==> config.mk <==
export PLATFORM = sky130hd
export DESIGN_NAME = iter_mul32
export DESIGN_NICKNAME = d
export VERILOG_FILES = /design/src/rtl/imul_pkg.sv /design/src/rtl/imul_operand_prep.sv /design/src/rtl/imul_half_array.sv /design/src/rtl/imul_sequencer.sv /design/src/rtl/imul_accum.sv /design/src/rtl/imul_flag_gen.sv /design/src/rtl/iter_mul32.sv
export SDC_FILE = /design/constraint.sdc
export NUM_CORES = 1
export LEC_CHECK = 0
export BUFFER_PORTS_ARGS = -buffer_cell sky130_fd_sc_hd__buf_2
export CAP_MARGIN = 5
export CELL_PAD_IN_SITES_DETAIL_PLACEMENT = 0
export CELL_PAD_IN_SITES_GLOBAL_PLACEMENT = 1
export CORE_MARGIN = 3
export CORE_UTILIZATION = 48
export DETAILED_ROUTE_END_ITERATION = 10
export PLACE_DENSITY = 0.93
export SLEW_MARGIN = 20
export SYNTH_ARGS = -nofsm -noshare
export SYNTH_HDL_FRONTEND = slang
export SYNTH_SLANG_ARGS = --single-unit
==> constraint.sdc <==
create_clock -name clk -period 13 [get_ports clk]
set_input_delay 2.6 -clock clk [delete_from_list [all_inputs] [get_ports clk]]
set_output_delay 2.6 -clock clk [all_outputs]
set_load 0.05 [all_outputs]
==> src/rtl/imul_pkg.sv <==
package imul_pkg;

    // Which halfword pair the shared array works on in each pass.
    typedef enum logic [1:0] {
        PASS_LL = 2'd0,
        PASS_LH = 2'd1,
        PASS_HL = 2'd2,
        PASS_HH = 2'd3
    } pass_e;

    // Operating mode captured at acceptance.
    typedef struct packed {
        logic sgn;
        logic upd_cc;
    } mode_t;

    // Integer condition flags.
    typedef struct packed {
        logic n;
        logic z;
        logic v;
        logic c;
    } flags_t;

    localparam flags_t FLAGS_CLEAR = '{n: 1'b0, z: 1'b0, v: 1'b0, c: 1'b0};

    // Upper half of operand A is used in the two "H?" passes.
    function automatic logic use_hi_a(input pass_e p);
        return (p == PASS_HL) || (p == PASS_HH);
    endfunction

    // Upper half of operand B is used in the two "?H" passes.
    function automatic logic use_hi_b(input pass_e p);
        return (p == PASS_LH) || (p == PASS_HH);
    endfunction

endpackage

==> src/rtl/imul_operand_prep.sv <==
module imul_operand_prep #(
    parameter int OP_W = 32
) (
    input  logic [OP_W-1:0] a_in,
    input  logic [OP_W-1:0] b_in,
    input  logic            sgn,
    output logic [OP_W-1:0] a_mag,
    output logic [OP_W-1:0] b_mag,
    output logic            negate
);
    localparam int MSB = OP_W - 1;

    logic a_neg;
    logic b_neg;

    assign a_neg = sgn & a_in[MSB];
    assign b_neg = sgn & b_in[MSB];

    // Magnitude as an unsigned value; the most negative input maps to 2^(OP_W-1).
    always_comb begin
        a_mag = a_neg ? (~a_in + {{(OP_W-1){1'b0}}, 1'b1}) : a_in;
        b_mag = b_neg ? (~b_in + {{(OP_W-1){1'b0}}, 1'b1}) : b_in;
    end

    assign negate = a_neg ^ b_neg;

    // a non-negative input passes through untouched
    always_comb begin
        if (!a_neg) assert_mag_pass_R3: assert (a_mag == a_in);
    end

endmodule

==> src/rtl/imul_half_array.sv <==
module imul_half_array #(
    parameter int HALF_W = 16
) (
    input  logic [HALF_W-1:0]   x,
    input  logic [HALF_W-1:0]   y,
    output logic [2*HALF_W-1:0] p
);
    localparam int PW = 2 * HALF_W;

    // Single unsigned array shared across all passes.
    assign p = PW'(x) * PW'(y);

endmodule

==> src/rtl/imul_sequencer.sv <==
module imul_sequencer
    import imul_pkg::*;
(
    input  logic  clk,
    input  logic  rst,
    input  logic  start,
    output logic  accept,
    output logic  step,
    output logic  last,
    output pass_e pass,
    output logic  busy,
    output logic  done
);
    assign accept = start & ~busy;
    assign step   = busy;
    assign last   = busy & (pass == PASS_HH);

    always_ff @(posedge clk) begin
        if (rst) begin
            busy <= 1'b0;
            pass <= PASS_LL;
            done <= 1'b0;
        end else begin
            done <= last;
            if (accept) begin
                busy <= 1'b1;
                pass <= PASS_LL;
            end else if (busy) begin
                if (pass == PASS_HH) begin
                    busy <= 1'b0;
                    pass <= PASS_LL;
                end else begin
                    pass <= pass_e'(pass + 2'd1);
                end
            end
        end
    end

    // busy persists until the final pass
    assert_busy_run_R4: assert property (@(posedge clk) disable iff (rst)
        (busy && pass != PASS_HH) |=> busy);

    // done follows the final pass and busy drops with it
    assert_done_after_last_R4: assert property (@(posedge clk) disable iff (rst)
        (busy && pass == PASS_HH) |=> (done && !busy));

    // done is a single-cycle pulse
    assert_done_pulse_R4: assert property (@(posedge clk) disable iff (rst)
        done |=> !done);

    // a start during busy does not rewind the pass counter
    assert_no_restart_R6: assert property (@(posedge clk) disable iff (rst)
        (busy && start && pass != PASS_HH) |=> (pass != PASS_LL));

endmodule

==> src/rtl/imul_accum.sv <==
module imul_accum
    import imul_pkg::*;
#(
    parameter int HALF_W = 16
) (
    input  logic                 clk,
    input  logic                 rst,
    input  logic                 clear,
    input  logic                 step,
    input  pass_e                pass,
    input  logic [2*HALF_W-1:0]  pp,
    input  logic                 negate,
    output logic [4*HALF_W-1:0]  final_prod
);
    localparam int PP_W   = 2 * HALF_W;
    localparam int PROD_W = 4 * HALF_W;

    logic [PROD_W-1:0] acc;
    logic [PROD_W-1:0] pp_ext;
    logic [PROD_W-1:0] pp_aligned;
    logic [PROD_W-1:0] acc_sum;

    assign pp_ext = {{(PROD_W-PP_W){1'b0}}, pp};

    // Alignment: LL at 0, the two cross terms at one halfword, HH at two.
    always_comb begin
        unique case (pass)
            PASS_LL:          pp_aligned = pp_ext;
            PASS_LH, PASS_HL: pp_aligned = pp_ext << HALF_W;
            default:          pp_aligned = pp_ext << (2 * HALF_W);
        endcase
    end

    assign acc_sum    = acc + pp_aligned;
    assign final_prod = negate ? (~acc_sum + {{(PROD_W-1){1'b0}}, 1'b1}) : acc_sum;

    always_ff @(posedge clk) begin
        if (rst) begin
            acc <= '0;
        end else if (clear) begin
            acc <= '0;
        end else if (step) begin
            acc <= acc_sum;
        end
    end

    // each operation starts from an empty accumulator
    assert_acc_clear_R2: assert property (@(posedge clk) disable iff (rst)
        clear |=> (acc == '0));

endmodule

==> src/rtl/imul_flag_gen.sv <==
module imul_flag_gen
    import imul_pkg::*;
#(
    parameter int OP_W = 32
) (
    input  logic            clk,
    input  logic            rst,
    input  logic            load,
    input  logic [OP_W-1:0] low_word,
    output flags_t          flags,
    output logic            valid
);
    flags_t next_flags;

    always_comb begin
        next_flags   = FLAGS_CLEAR;
        next_flags.n = low_word[OP_W-1];
        next_flags.z = (low_word == '0);
    end

    always_ff @(posedge clk) begin
        if (rst) begin
            flags <= FLAGS_CLEAR;
            valid <= 1'b0;
        end else begin
            valid <= load;
            if (load) flags <= next_flags;
        end
    end

    // flags move only on a load
    assert_flags_hold_R8: assert property (@(posedge clk) disable iff (rst)
        !load |=> $stable(flags));

endmodule

==> src/rtl/iter_mul32.sv <==
module iter_mul32
    import imul_pkg::*;
#(
    parameter int HALF_W = 16
) (
    input  logic                clk,
    input  logic                rst,
    input  logic                start,
    input  logic [2*HALF_W-1:0] op_a,
    input  logic [2*HALF_W-1:0] op_b,
    input  logic                is_signed,
    input  logic                set_cc,
    output logic                busy,
    output logic                done,
    output logic [2*HALF_W-1:0] result_lo,
    output logic [2*HALF_W-1:0] result_hi,
    output logic                flag_valid,
    output logic                flag_n,
    output logic                flag_z,
    output logic                flag_v,
    output logic                flag_c
);
    localparam int OP_W   = 2 * HALF_W;
    localparam int PROD_W = 2 * OP_W;

    logic accept;
    logic step;
    logic last;
    pass_e pass;

    logic [OP_W-1:0]   a_mag;
    logic [OP_W-1:0]   b_mag;
    logic              neg_now;
    logic [OP_W-1:0]   a_mag_q;
    logic [OP_W-1:0]   b_mag_q;
    logic              neg_q;
    mode_t             mode_q;
    logic [HALF_W-1:0] x_half;
    logic [HALF_W-1:0] y_half;
    logic [OP_W-1:0]   pp;
    logic [PROD_W-1:0] final_prod;
    flags_t            flags;

    imul_sequencer u_seq (
        .clk    (clk),
        .rst    (rst),
        .start  (start),
        .accept (accept),
        .step   (step),
        .last   (last),
        .pass   (pass),
        .busy   (busy),
        .done   (done)
    );

    imul_operand_prep #(.OP_W(OP_W)) u_prep (
        .a_in   (op_a),
        .b_in   (op_b),
        .sgn    (is_signed),
        .a_mag  (a_mag),
        .b_mag  (b_mag),
        .negate (neg_now)
    );

    // Operand and mode capture at the accepting edge only.
    always_ff @(posedge clk) begin
        if (rst) begin
            a_mag_q <= '0;
            b_mag_q <= '0;
            neg_q   <= 1'b0;
            mode_q  <= '{sgn: 1'b0, upd_cc: 1'b0};
        end else if (accept) begin
            a_mag_q <= a_mag;
            b_mag_q <= b_mag;
            neg_q   <= neg_now;
            mode_q  <= '{sgn: is_signed, upd_cc: set_cc};
        end
    end

    assign x_half = use_hi_a(pass) ? a_mag_q[OP_W-1:HALF_W] : a_mag_q[HALF_W-1:0];
    assign y_half = use_hi_b(pass) ? b_mag_q[OP_W-1:HALF_W] : b_mag_q[HALF_W-1:0];

    imul_half_array #(.HALF_W(HALF_W)) u_array (
        .x (x_half),
        .y (y_half),
        .p (pp)
    );

    imul_accum #(.HALF_W(HALF_W)) u_acc (
        .clk        (clk),
        .rst        (rst),
        .clear      (accept),
        .step       (step),
        .pass       (pass),
        .pp         (pp),
        .negate     (neg_q),
        .final_prod (final_prod)
    );

    always_ff @(posedge clk) begin
        if (rst) begin
            result_lo <= '0;
            result_hi <= '0;
        end else if (last) begin
            result_lo <= final_prod[OP_W-1:0];
            result_hi <= final_prod[PROD_W-1:OP_W];
        end
    end

    imul_flag_gen #(.OP_W(OP_W)) u_flags (
        .clk      (clk),
        .rst      (rst),
        .load     (last & mode_q.upd_cc),
        .low_word (final_prod[OP_W-1:0]),
        .flags    (flags),
        .valid    (flag_valid)
    );

    assign flag_n = flags.n;
    assign flag_z = flags.z;
    assign flag_v = flags.v;
    assign flag_c = flags.c;

    // the product words change only on the edge that ends an operation
    assert_hold_R10: assert property (@(posedge clk) disable iff (rst)
        !busy |=> $stable({result_hi, result_lo}));

    // published flags agree with the published low word
    assert_cc_track_R7: assert property (@(posedge clk) disable iff (rst)
        flag_valid |-> (done && flag_n == result_lo[OP_W-1]
                        && flag_z == (result_lo == '0)));

    // no flag pulse without the flag-setting variant
    assert_no_cc_pulse_R8: assert property (@(posedge clk) disable iff (rst)
        (done && !mode_q.upd_cc) |-> !flag_valid);

endmodule

==> metrics.md, run 1 <==
| Metric | Value |
|---|---|
| Die H | 229 um |
| Final instance area | 26100 um2 |
| WP data required | 13.45 ns |
| Rel. slew slack | 21.3% |
| CTS tree | done |
| Final Hold Fails | 0 |
| Area grow syn2layout | 9.75% |
| Dominant cell type by area after synthesis | dfxtp_1 |
| Crit Reg-Reg Endpoint | result_hi[29] |
| R2r worst-path depth | 38 |
| Placer Congestion | 1.03 |
| DRT antenna net count | 0 |
| Root Driver | clkbuf_16 |
| CTS sink cnt | 201 |
| Setup TNS | 0 ns |
| Final setup fails | 0 |
| Post-Synthesis Cells | 3052 |
| Layout Nets | 3561 |
| Yosys warnings | 0 |
| Crit-path slowest cell | nor4_1 |
| R2r setup slk | 0.72 ns |
| Register area share after synthesis | 16.9% |
| Max H-tree Level | 1 |
| Slew @ Worst Pin | 1.15 ns |
| Final wirelength | 83.9 mm |
| Crit Path Class | register to register |
| Initial antenna violation count | 2 |
| Synth Cell Area | 23800 um2 |
| Avg Inst Size Synth | 7.80 um2 |
| Clock Path Buffers | 3 |
| Critical Path End Type | register |
| FMAX | 0.0814 GHz |
| Std cell rows | 80 |
| Status | finished, final reports clean |
| PD cells | 84.3 nW/um2 |
| GRT Resource Usage Total | 31.2% |
| Die Area | 52300 um2 |
| WHS Path Cells | 2 |
| Max-slew violation count | 0 |
| Via Count | 22616 |
| RSZ-0062 raised after global routing | false |
| Placed Area | 25200 um2 |
| Arrival time worst endpoint | 12.73 ns |
| Critical Path Start Type | register |
| First-pass GRT wire length | 129 mm |
| Largest net degree at the start of global routing | 78 |
| Clock period minus worst slack | 12.28 ns |
| Register bit count reported by yosys | 201 |
| Die width | 229 um |
| Worst r2r src | u_seq.pass[0] |
| Worst Hold Launch | result_hi[10] |
| Sw Ratio | 38.9% |
| DR pass1 iterations | 6 |
| Top cell type's share of synthesized area | 16.9% |
| Clock latency on the worst-skew pair | 0.56 ns |
| Core Footprint | 48300 um2 |
| Drc violations | 0 |
| Dpl hpwl | 69.0 mm |
| Worst path buffer plus inverter count | 6 |
| DR vias/cell | 5.96 |
| Clock share of power | 33.6% |
| Crit Path Max Fanout | 9 |
| Clock skew | 0.0317 ns |
| Clock slew at reported path FFs | 0.06 ns |
| Wire per inst | 22.1 um |
| Initial Util | 49.3% |
| Hold path endpoint | result_hi[10] |
| Setup crit start | u_seq.pass[0] |
| GRT overflow | 0 |
| CP dominant cell by count | fa_1 |
| Top cells by area, synth | dfxtp_1, fa_1, ha_1, nor2_1, nand2_1 |
| Number of diodes | 0 |
| Internal power | 1.35 mW |
| Period utilisation layout | 94.5% |
| Top Ports | 140 |
| Synth unique cells | 89 |
| Share of layout cells above drive strength 1 | 10.3% |
| Cell family with most CP delay | adder cells |
| Sw power | 0.857 mW |
| Buffers added on ports | 137 |
| Worst Hold Class | register to register |
| Post-synth EDFFs | 0 |
| Clock buffer count from CTS | 25 |
| CP max stage delay | 0.73 ns |
| Fill count | 4672 |
| Peak supply drop | 0.0795 mV |
| Initial DRC Count | 1705 |
| Vias in the first global route | 22306 |
| Part of the power in registers | 30.0% |
| Leakage | 11.7 nW |
| Ys async rst share | 0% |
| Maxcap violations | 0 |
| Combinational power share | 36.4% |
| Top_reg_cell synth | dfxtp_1 |
## sequential cells by signal, summed over array words and instances (netlist names)
| signal | count |
|---|---|
| neg_q | 1 |
| u_flags.flags | 2 |
| result_hi | 32 |
| u_seq.busy | 1 |
| b_mag_q | 32 |
| u_seq.pass | 2 |
| result_lo | 32 |
| u_seq.done | 1 |
| a_mag_q | 32 |
| u_acc.acc | 64 |
| u_flags.valid | 1 |
| mode_q | 1 |
## area by class of cell
type,count,area [um2],area share [%]
clock buffer,34,709,2.71
clock inverter,11,146,0.560
inverter,272,1020,3.91
multi-input combinational,2431,18300,70.0
sequential,201,4030,15.4
tap,656,821,3.14
timing repair buffer,191,1110,4.24
## repair_timing
item                                    CTS  global route
endpoints found under the setup margin    0            21
hold buffers                              0             0
buffers inserted                          0             3
gates resized for setup                   0            15
## logic make-up (layout without fill, tap and decap cells)
logic type	count (synthesis)	in the layout	synth area share, %
adders and majority gates	370	370	25.6
xor gates and xnor gates	184	184	6.77
muxes	122	122	5.30
AOI/OAI and AO/OA	645	645	17.7
DFF	201	201	16.9
buffers and inverters	422	508	6.75
and+or+nand+nor	1107	1108	21.0
other	1	2	0.0157
## layout by cell type (no fill, tap or decap), types with 82 or more instances in the layout
cell,n
nor2_1,386
nand2_1,372
inv_1,271
dfxtp_1,199
fa_1,195
o21ai_0,190
ha_1,174
a21oi_1,137
buf_2,137
xor2_1,107
mux2i_1,82
## per-stage QoR
step	std cells	total power [mW]	worst slack, ns	utilization [%]	hold slack (ns)
2_1_floorplan	3053	1.22	1.54	-	0.420
3_3_place_gp	3747	1.44	0.313	52.1	0.437
3_5_place_dp	3747	1.46	0.291	52.1	0.446
4_1_cts	3792	2.20	0.298	53.8	0.454
5_1_grt	3796	2.32	0.0146	54.1	0.477
6_report	3796	2.20	0.719	54.1	0.453
## worst max-delay path by stage
stage          slack (ns)            end  depth (start not counted)
5_1_grt              0.01  result_hi[29]                         42
4_1_cts              0.30  result_hi[26]                         40
2_1_floorplan        1.54  result_hi[20]                         45
3_3_place_gp         0.31  result_hi[31]                         39
3_5_place_dp         0.29  result_hi[26]                         40
6_report             0.72  result_hi[29]                         38
## power groups by stage
stage	logic [mW]	registers (mW)	clock network [mW]
CTS	0.787	0.660	0.749
finish	0.801	0.661	0.741
global placement	0.770	0.672	0
floorplan	0.554	0.663	0
global route	0.879	0.663	0.773
detailed placement	0.784	0.673	0
## cell usage after synthesis, types with 6 or more instances
master / count
o21ai_0: 190
nand3_1: 39
a21o_1: 33
o31ai_1: 32
nor2_1: 388
or3_1: 33
a221oi_1: 6
a221o_1: 6
o21a_1: 14
o21bai_1: 16
o211ai_1: 13
inv_1: 271
nor3_1: 57
mux2i_1: 89
a31oi_1: 11
and2_1: 41
buf_1: 8
nor4_1: 21
nand4_1: 36
a311oi_1: 6
o21ai_1: 11
xor2_1: 107
dfxtp_1: 201
xnor2_1: 77
clkbuf_1: 133
and3_1: 16
or4_1: 12
nor2b_1: 13
mux2_2: 33
o41ai_1: 17
or2_2: 19
nand2b_1: 25
a211oi_1: 61
a21oi_1: 139
ha_1: 175
nand2_1: 373
a22o_1: 13
fa_1: 195
buf_2: 6
## worst min-delay path, stage by stage, from the launching register on
cell	delay, ns
dfxtp_1	0.31
nand2_1	0.05
a21oi_1	0.05
## metal layers
layer	part of all wire (%)	GRT usage, %
met3	6.9	5.48
met2	46	51.6
met1	41	39.4
met5	0.015	0
met4	5.9	15.1
No activity file was read; power rests on OpenSTA's default activity.
==> inputs of run 2 (changes only) <==
Settings changed: CORE_UTILIZATION 48 to 44, PLACE_DENSITY 0.93 to 0.87.
==> run 2 against run 1 <==
Against the previous run:
- clock skew is 0.0043 ns lower
- cell area increased by 0.29%
- sequential share of layout area about the same
- cell count increased by 1.2%
- count of clock-buffer cells in the layout is 6 lower
- register-to-register slack got worse by 0.13 ns
- total power grew 0.41%
- critical endpoint is now result_hi[20]
- largest cell class unchanged
- highest routed layer unchanged
==> metrics.md, run 2 (synthesis results as in run 1) <==
| Metric | Value |
|---|---|
| Final setup fails | 0 (unchanged) |
| Final wirelength | 86.5 mm (was 83.9 mm) |
| RSZ-0062 raised after global routing | false (unchanged) |
| Layout Nets | 3573 (was 3561) |
| DR pass1 iterations | 8 (was 6) |
| Top Ports | 140 (unchanged) |
| GRT overflow | 0 (unchanged) |
| Crit-path slowest cell | a21oi_1 (was nor4_1) |
| CP max stage delay | 0.70 ns (was 0.73 ns) |
| Clock latency on the worst-skew pair | 0.56 ns (about the same) |
| Setup TNS | 0 ns (unchanged) |
| Clock period minus worst slack | 12.41 ns (was 12.28 ns) |
| Clock skew | 0.0274 ns (was 0.0317 ns) |
| Final Non-Filler Cells | 3840 (was 3796) |
| Number of diodes | 0 (unchanged) |
| Dpl cells | 3796 (was 3747) |
| Vias in the first global route | 22597 (was 22306) |
| Clock Path Buffers | 3 (unchanged) |
| Max-slew violation count | 0 (unchanged) |
| Largest register FFs | 64 (unchanged) |
| GRT Resource Usage Total | 30.0% (was 31.2%) |
| Arrival time worst endpoint | 12.88 ns (was 12.73 ns) |
| Fill count | 5232 (was 4672) |
| Die H | 239 um (was 229 um) |
| Share of layout cells above drive strength 1 | 10.5% (was 10.3%) |
| WHS | 0.455 ns (was 0.453 ns) |
| WP data required | 13.47 ns (was 13.45 ns) |
| Via Count | 22658 (was 22616) |
| Drc violations | 0 (unchanged) |
| Most frequent cells in the layout | nor2_1, nand2_1, inv_1, dfxtp_1, fa_1 (unchanged) |
| Initial DRC Count | 1692 (was 1705) |
| Worst path buffer plus inverter count | 9 (was 6) |
| Leakage | 11.8 nW (was 11.7 nW) |
| Peak supply drop | 0.0926 mV (was 0.0795 mV) |
| Placer Congestion | 1.05 (was 1.03) |
| Final instance area | 26200 um2 (was 26100 um2) |
| CTS sink cnt | 201 (unchanged) |
| Critical Path Start Type | register (unchanged) |
| Largest net degree at the start of global routing | 69 (was 78) |
| Wire per inst | 22.5 um (was 22.1 um) |
| Area grow syn2layout | 10.1% (was 9.75%) |
| Critical Path End Type | register (unchanged) |
| Rel. slew slack | 17.8% (was 21.3%) |
| Root Driver | clkbuf_16 (unchanged) |
| Crit Path Class | register to register (unchanged) |
| CTS tree | done (unchanged) |
| Final Hold Fails | 0 (unchanged) |
| Placed Area | 25300 um2 (was 25200 um2) |
| PD cells | 84.4 nW/um2 (was 84.3 nW/um2) |
| Clock slew at reported path FFs | 0.06 ns (about the same) |
| Buffers added on ports | 137 (unchanged) |
| Dpl hpwl | 71.7 mm (was 69.0 mm) |
| Die Area | 56900 um2 (was 52300 um2) |
| DRT antenna net count | 0 (unchanged) |
| Status | finished, final reports clean (unchanged) |
| Post-CTS Setup Inserts | 0 (unchanged) |
| Total Power | 2.21 mW (was 2.20 mW) |
| Initial antenna violation count | 1 (was 2) |
| FMAX | 0.0806 GHz (was 0.0814 GHz) |
| Slew @ Worst Pin | 1.20 ns (was 1.15 ns) |
| Max H-tree Level | 1 (unchanged) |
| Die width | 239 um (was 229 um) |
| Clock buffer count from CTS | 24 (was 25) |
| Initial Util | 44.9% (was 49.3%) |
| Top reg by flops | u_acc.acc (unchanged) |
| Cell family with most CP delay | adder cells (unchanged) |
| Std cell rows | 84 (was 80) |
| DR vias/cell | 5.90 (was 5.96) |
| Worst Hold Class | register to register (unchanged) |
| Crit Path Max Fanout | 28 (was 9) |
| Core Footprint | 53100 um2 (was 48300 um2) |
| Commonest non-fill, non-tap cell in the layout | nor2_1 (unchanged) |
| Period utilisation layout | 95.5% (was 94.5%) |
| First-pass GRT wire length | 133 mm (was 129 mm) |
| Maxcap violations | 0 (unchanged) |
-- run 2: report_power, final --
group	internal (mW)	leakage, nW	switching, mW
Clock	0.420	0.406	0.303
Combinational	0.278	9.74	0.550
Sequential	0.638	1.63	0.0220
Total	1.34	11.8	0.875
-- run 2: worst reg2reg max path: cells and delay by family (launching register included) --
family          cells  cell delay [ns]
xor+xnor            2             0.32
fa+ha+maj           9             4.20
flops               1             0.43
mux                 1             0.20
simple gates       11             2.55
compound gates     12             3.52
buf+inv             9             1.13
-- run 2: timing repair --
| action | 4_1_cts | 5_1_grt |
|---|---|---|
| gates resized for setup | 0 | 8 |
| setup endpoints to repair | 0 | 18 |
| hold buffers | 0 | 0 |
-- run 2: per-stage QoR --
step,util [%],setup slack [ns]
2_1_floorplan,-,1.54
3_3_place_gp,47.7,0.415
3_5_place_dp,47.7,0.223
4_1_cts,49.3,0.205
5_1_grt,49.4,0.0775
6_report,49.4,0.589
-- run 2: final cells by class --
cell class / instances / area, um2 / area share (%)
Timing Repair Buffer: 205 / 1200 / 4.58
Clock inverter: 16 / 186 / 0.711
Multi-Input combinational cell: 2430 / 18300 / 69.7
Sequential cell: 201 / 4030 / 15.4
Clock buffer: 28 / 647 / 2.47
Tap cell: 688 / 861 / 3.28
Inverter: 272 / 1020 / 3.90
-- run 2: metal layers --
| layer | wire length [um] | part of all wire, % | up-vias | track usage (%) |
|---|---|---|---|---|
| met5 | 13 | 0.015 | - | 0 |
| met4 | 4200 | 4.9 | 2 | 12.1 |
| met3 | 4790 | 5.5 | 198 | 3.59 |
| met2 | 40400 | 47 | 809 | 51.1 |
| met1 | 37000 | 43 | 11045 | 38.8 |
| li1 | - | - | 10604 | - |
-- run 2: final timing paths --
| kind | startpoint | to | slack (ns) | cells past startpoint |
|---|---|---|---|---|
| max | u_seq.pass[0] | result_hi[20] | 0.59 | 44 |
| min | b_mag_q[21] | b_mag_q[21] | 0.46 | 2 |
| max reg2reg | u_seq.pass[0] | result_hi[20] | 0.59 | 44 |
| min reg2reg | b_mag_q[21] | b_mag_q[21] | 0.46 | 2 |
